`src/rtl/prog_exc_capture.sv`:
```
module prog_exc_capture #(
  parameter int AW      = 32,
  parameter int MW      = 32,
  parameter int CE_BIT  = 17,
  parameter int ME_BIT  = 12,
  parameter int DE_BIT  = 9,
  parameter int FE0_BIT = 11,
  parameter int FE1_BIT = 8
) (
  input  logic          clk,
  input  logic          rst,
  input  logic          exc_valid,
  input  logic [2:0]    exc_type,
  input  logic          ins_fp,
  input  logic          ins_ap,
  input  logic          ins_cr_upd,
  input  logic          ins_cmp,
  input  logic [2:0]    ins_crf,
  input  logic [AW-1:0] ins_addr,
  input  logic [AW-1:0] next_addr,
  input  logic          msr_wr,
  input  logic [MW-1:0] msr_wdata,
  input  logic          msr_wr_is_rfi,
  input  logic [AW-1:0] rfi_target,
  input  logic          fp_summary,
  output logic          entry_o,
  output logic [AW-1:0] srr0_o,
  output logic [MW-1:0] srr1_o,
  output logic [MW-1:0] msr_o,
  output logic [11:0]   esr_o
);
  localparam logic [MW-1:0] KEEP_MASK =
    (MW'(1) << CE_BIT) | (MW'(1) << ME_BIT) | (MW'(1) << DE_BIT);
  localparam logic [MW-1:0] FE_MASK = (MW'(1) << FE0_BIT) | (MW'(1) << FE1_BIT);
  localparam int IMP_BIT = 6;

  logic        fe_now, fe_next, delayed, fp_enabled;
  logic [11:0] esr_precise;

  assign fe_now     = |(msr_o & FE_MASK);
  assign fe_next    = |(msr_wdata & FE_MASK);
  assign delayed    = msr_wr & ~exc_valid & fp_summary & ~fe_now & fe_next;
  assign fp_enabled = (exc_type == 3'd4);

  always_comb begin
    esr_precise = '0;
    if (exc_type < 3'd4) esr_precise[exc_type[1:0]] = 1'b1;
    esr_precise[4] = ins_fp;
    esr_precise[5] = ins_ap;
    if (fp_enabled) begin
      esr_precise[7]    = ins_cr_upd;
      esr_precise[8]    = ins_cmp;
      esr_precise[11:9] = ins_crf;
    end
  end

  always_ff @(posedge clk) begin
    if (rst) begin
      entry_o <= 1'b0;
      srr0_o  <= '0;
      srr1_o  <= '0;
      msr_o   <= '0;
      esr_o   <= '0;
    end else begin
      entry_o <= exc_valid | delayed;
      if (exc_valid) begin
        srr0_o <= ins_addr;
        srr1_o <= msr_o;
        msr_o  <= msr_o & KEEP_MASK;
        esr_o  <= esr_precise;
      end else if (delayed) begin
        srr0_o <= msr_wr_is_rfi ? rfi_target : next_addr;
        srr1_o <= msr_wdata;
        msr_o  <= msr_wdata & KEEP_MASK;
        esr_o  <= 12'(1) << IMP_BIT;
      end else if (msr_wr) begin
        msr_o <= msr_wdata;
      end
    end
  end
endmodule


```
`config.mk`:
```
export PLATFORM = sky130hd
export DESIGN_NAME = prog_exc_capture
export DESIGN_NICKNAME = d
export VERILOG_FILES = /design/src/rtl/prog_exc_capture.sv
export SDC_FILE = /design/constraint.sdc
export NUM_CORES = 1
export LEC_CHECK = 0
export BUFFER_PORTS_ARGS = -buffer_cell sky130_fd_sc_hd__buf_2
export CAP_MARGIN = 20
export CORE_ASPECT_RATIO = 0.6
export CORE_UTILIZATION = 45
export DETAILED_ROUTE_END_ITERATION = 10
export PLACE_DENSITY = 0.83
export SLEW_MARGIN = 20
export SYNTH_ARGS = -nofsm -noshare
export SYNTH_HDL_FRONTEND = slang
export SYNTH_SLANG_ARGS = --single-unit
```
`constraint.sdc`:
```
create_clock -name clk -period 2.75 [get_ports clk]
set_input_delay 0.4125 -clock clk [delete_from_list [all_inputs] [get_ports clk]]
set_output_delay 0.4125 -clock clk [all_outputs]
set_load 0.01 [all_outputs]
```
# [Yosys cells after proc, flatten, opt, wreduce, memory -nomap -nowiden]
# Cells that the tools add are included.
[op_classes] order_cmp=3 eq_ne=1 muxes=13 bitwise_logic=7 n_reduce_logical=7
[op_table] op="two-way mux 32 bit" n=5
[op_table] op="two-way mux 18 bit" n=2
[op_table] op="two-way mux 12 bit" n=2
[op_table] op="less-than comparator 2 x 5 -> 1 bit (second input constant)" n=1
[op_table] op="two-way mux 5 bit" n=1
[op_table] op="bitwise AND 1 bit" n=4
[op_table] op="two-way mux 4 bit" n=1
[op_table] op="nonzero test 2 bit" n=2
[op_table] op="OR reduction 2 bit" n=2
[op_table] op="== test 3 bit (second input constant)" n=1
[op_table] op="less-than comparator 3 bit (second input constant)" n=1
[op_table] op="OR reduction 3 bit" n=1
[op_table] op="demux 1 bit (select 2 bit)" n=1
[op_table] op=">= comparator 2 x 1 -> 1 bit (second input constant)" n=1
[op_table] op="NOT 1 bit" n=2
[op_table] op="AND reduction 2 bit" n=1
[op_table] op="logical AND 1 bit" n=1
[op_table] op="two-way mux 1 bit" n=1
[op_table] op="OR 1 bit" n=1
[totals] ff_bits=109 inputBits=144 output_inout_bits=109 elab_cells=37

# [Longest topological paths before layout]
[logic_depth] ltp_word=7 mapped_depth=5 ltp_nobuf=3

# [Least setup slack after synthesis]
# No wires, ideal clock.
[synth_timing] path_kind="register to register" start="reg msr_o[8]" end="reg srr0_o[13]" t_arrival_ns=1.374 setup_slack_ns=1.242 path_stages_with_launch=6 synth_period_minus_slack_ns=1.508 cell_sequence="dfxtp_1 > or3b_1 > buf_2 > clkbuf_1 > o21ai_0 > o311ai_1"
[synth_between] elab_chain_cells=5
[synth_lines] element="start: declaration" line_no="29" rtl="output logic [MW-1:0] msr_o,"
[synth_lines] element="start signal: assignment" line_no="69" rtl="msr_o <= msr_o & KEEP_MASK;"
[synth_lines] element="start signal: assignment" line_no="74" rtl="msr_o <= msr_wdata & KEEP_MASK;"
[synth_lines] element="start signal: assignment" line_no="77" rtl="msr_o <= msr_wdata;"
[synth_lines] element="OR reduction 2 bit" line_no="40" rtl="assign fe_now = |(msr_o & FE_MASK);"
[synth_lines] element="NOT 1 bit" line_no="42" rtl="assign delayed = msr_wr & ~exc_valid & fp_summary & ~fe_now & fe_next;"
[synth_lines] element="bitwise AND 1 bit (2 in a row)" line_no="42"
[synth_lines] element="nonzero test 2 bit (no line)"
[synth_lines] element="end signal: assignment" line_no="67" rtl="srr0_o <= ins_addr;"
[synth_lines] element="end signal: assignment" line_no="72" rtl="srr0_o <= msr_wr_is_rfi ? rfi_target : next_addr;"
[synth_lines] element="end: declaration" line_no="27" rtl="output logic [AW-1:0] srr0_o,"
# Every way passes these cells.
# A chain may end at the register's enable or synchronous reset.

# [Worst setup path after layout]
[layout_timing] start="in msr_wr" end="reg esr_o[9]"
[layout_between] elab_chain_cells=5
[layout_lines] element="start: declaration" line_no="21" rtl="input logic msr_wr,"
[layout_lines] element="bitwise AND 1 bit (4 in a row)" line_no="42"
[layout_lines] element="nonzero test 2 bit (no line)"
[layout_lines] element="end signal: assignment" line_no="70" rtl="esr_o <= esr_precise;"
[layout_lines] element="end signal: assignment" line_no="75" rtl="esr_o <= 12'(1) << IMP_BIT;"
[layout_lines] element="end: declaration" line_no="30" rtl="output logic [11:0] esr_o"
# Every way passes these cells.

==> metrics <==
status=complete, no violations; slew margin rel.=49.6%; P_int=2.57 mW; CORE AREA=0.0116 mm2; Worst VDD drop=0.319 mV; initial antenna violation count=0; Hold Crit Class=in -> reg; RSZ-0062 raised after global routing=no; P_leak=2.96 nW; Initial Util=a little under half; final hold violation count=0; Comb power frac=18.1%; hold_buf cts=0; Total Wirelength=16.1 mm; via count=5,655; Crit Path Max Fanout=36; NetSw=1.03 mW; diodes inserted=0; Worst Tran Pin Value=756 ps; # IOs=roughly 250; GR Util All Layers=25.7%; max cap viols=0; total gr overflow=0; Tcrit/Tclk final=between 60% and 70%; post-route ant nets=0; Area growth syn-to-layout=27.8%; vias in the first global route=4,967; TritonCTS clock tree=built; Worst EP required=2990 ps; startpoint class of the critical path=input port; total clock sinks=109; clock skew=8.08 ps; FF-to-FF Start=msr_o[11]$_SDFFE_PP0P_; DIE HEIGHT=87.4 um; largest net degree at the start of global routing=74; fin util=around three fifths; Final min period=1800 ps; Avg Inst Size Synth=9.10 um2; CTS max path bufs=2; Seq pwr share=47.4%; crit path DAT=2040 ps; power per cell area=515 mW/mm2; RD Place Congestion=0.841; CTS buffer count=9; setup TNS=0 ps; post-synthesis sequential area ratio=39.9%; # nets final=roughly 950; post-CTS resize count=0; Fill cells=1,022; flops & latches, synth=109; Final setup viols=0; vias per inst=5.85; hpwl dp=11.2 mm; first-pass GRT wire length=25.7 mm; drt pass-1 iters=5; top cell type's share of synthesized area=39.9%; Unique masters post-synth=33; Mapped Cells=601; worst-skew pair later-pin latency=340 ps; Crit Path Category=in -> reg; DRC=0; DR WL/cell=16.7 um; Setup Buffers After CTS=0; switching share of total power=28.7%; synth warn=0; worst setup path startpoint=msr_wr; Synth Cell Area=0.00547 mm2; area leader, netlist=dfxtp_1; Die Wd=144 um; top post-synthesis cells by area=dfxtp_1, nor4_1, mux2i_1, o311ai_1, nor3b_1; Reg clk slew, reported paths=70 ps; layout cell share with drive strength beyond 1=36.0%; Root Buffer=clkbuf_16; Die Footprint=about 0.013 mm2; Post-Syn Nets=745; PortBufs=252; Iter 0 DRT Violations=399; min-delay src=ins_crf[2]; R2R Setup Slk=1030 ps; Setup crit end kind=flop; row count=30; Max Fclk=roughly 560 MHz; H-Tree Depth=3; Clk pwr share=34.5%; max-slew violation total from the final report=0
-- cells in the mapped netlist --
cell type / number
a211oi_1: 32
a21oi_1: 32
a21oi_2: 1
a221o_1: 4
a22o_1: 6
a31oi_1: 1
a32o_1: 2
and3_1: 1
buf_1: 8
buf_2: 9
buf_4: 1
buf_6: 6
clkbuf_1: 55
dfxtp_1: 109
inv_1: 1
mux2i_1: 35
nand2_1: 3
nand2_4: 1
nand2b_1: 29
nand3b_1: 28
nor2_1: 7
nor2b_1: 36
nor3b_1: 33
nor3b_4: 1
nor4_1: 68
o21a_1: 1
o21ai_0: 30
o21ai_1: 1
o2bb2ai_1: 1
o311ai_0: 27
o311ai_1: 30
or2_2: 1
or3b_1: 1
-- path summary, 6_finish.rpt --
check                           depth (start not counted)                      to
worst max register to register                          4   esr_o[9]$_SDFFE_PP0P_
worst min register to register                          1   esr_o[1]$_SDFFE_PP0P_
worst min-delay path                                    2  esr_o[11]$_SDFFE_PP0P_
worst max-delay path                                    5   esr_o[9]$_SDFFE_PP0P_
-- power by group through the flow --
stage	logic, mW	clock network [mW]	registers (mW)
3_5_place_dp	0.647	0	1.74
2_1_floorplan	0.345	0	1.78
3_3_place_gp	0.639	0	1.74
5_1_grt	0.713	1.34	1.72
6_report	0.651	1.24	1.71
4_1_cts	0.649	1.28	1.71
-- state kept, by name, indices dropped and copies added (netlist names) --
signal,cells
entry_o,1
srr0_o,32
srr1_o,32
esr_o,12
msr_o,32
-- worst max-delay path: stages --
cell     delay [ps]
buf_2           360
nor3b_4         340
buf_4           420
a21oi_2         200
a22o_1          280
-- routing by layer --
| layer | routed length (um) | track usage, % | vias up |
|---|---|---|---|
| li1 | - | - | 2719 |
| met1 | 7690 | 37.4 | 2673 |
| met2 | 7060 | 38.1 | 238 |
| met3 | 1140 | 5.61 | 25 |
| met4 | 253 | 6.89 | 0 |
| met5 | 0 | 0 | - |
-- metrics by stage --
stage          std cells  hold slack (ps)  instance area, um2  total power [mW]  worst slack, ps
2_1_floorplan        601              488                5470              2.12             1240
3_3_place_gp         950              446                6710              2.38              657
3_5_place_dp         950              463                6710              2.39              606
4_1_cts              966              270                6990              3.63              962
5_1_grt              966              272                6990              3.77              781
6_report             966              282                6990              3.60              949
-- cell usage in the layout, fill, tap and decap left out, types with 28 or more instances in the layout --
master,n
a211oi_1,32
o21ai_0,30
dfxtp_1,109
nand2b_1,29
o311ai_1,30
buf_2,251
nor4_1,68
a21oi_1,32
nand3b_1,28
mux2i_1,35
nor3b_1,33
nor2b_1,36
-- cell families after synthesis --
logic type / share of synthesized area (%)
AND/OR/NAND/NOR: 25.2
AO/OA/AOI/OAI: 21.9
flip-flops: 39.9
buffers and inverters: 6.59
multiplexers: 6.40
-- layout make-up --
cell class	count	area [um2]	share of cell area, %
multi-input cells	412	2940	42.0
flip-flops and latches	109	2180	31.2
repair buffers	268	1380	19.8
clock buffers	9	225	3.22
well taps	160	200	2.86
clock inverters	7	57.6	0.823
inverters	1	3.75	0.0537
Note: power is estimated with default switching activity, not from simulation.
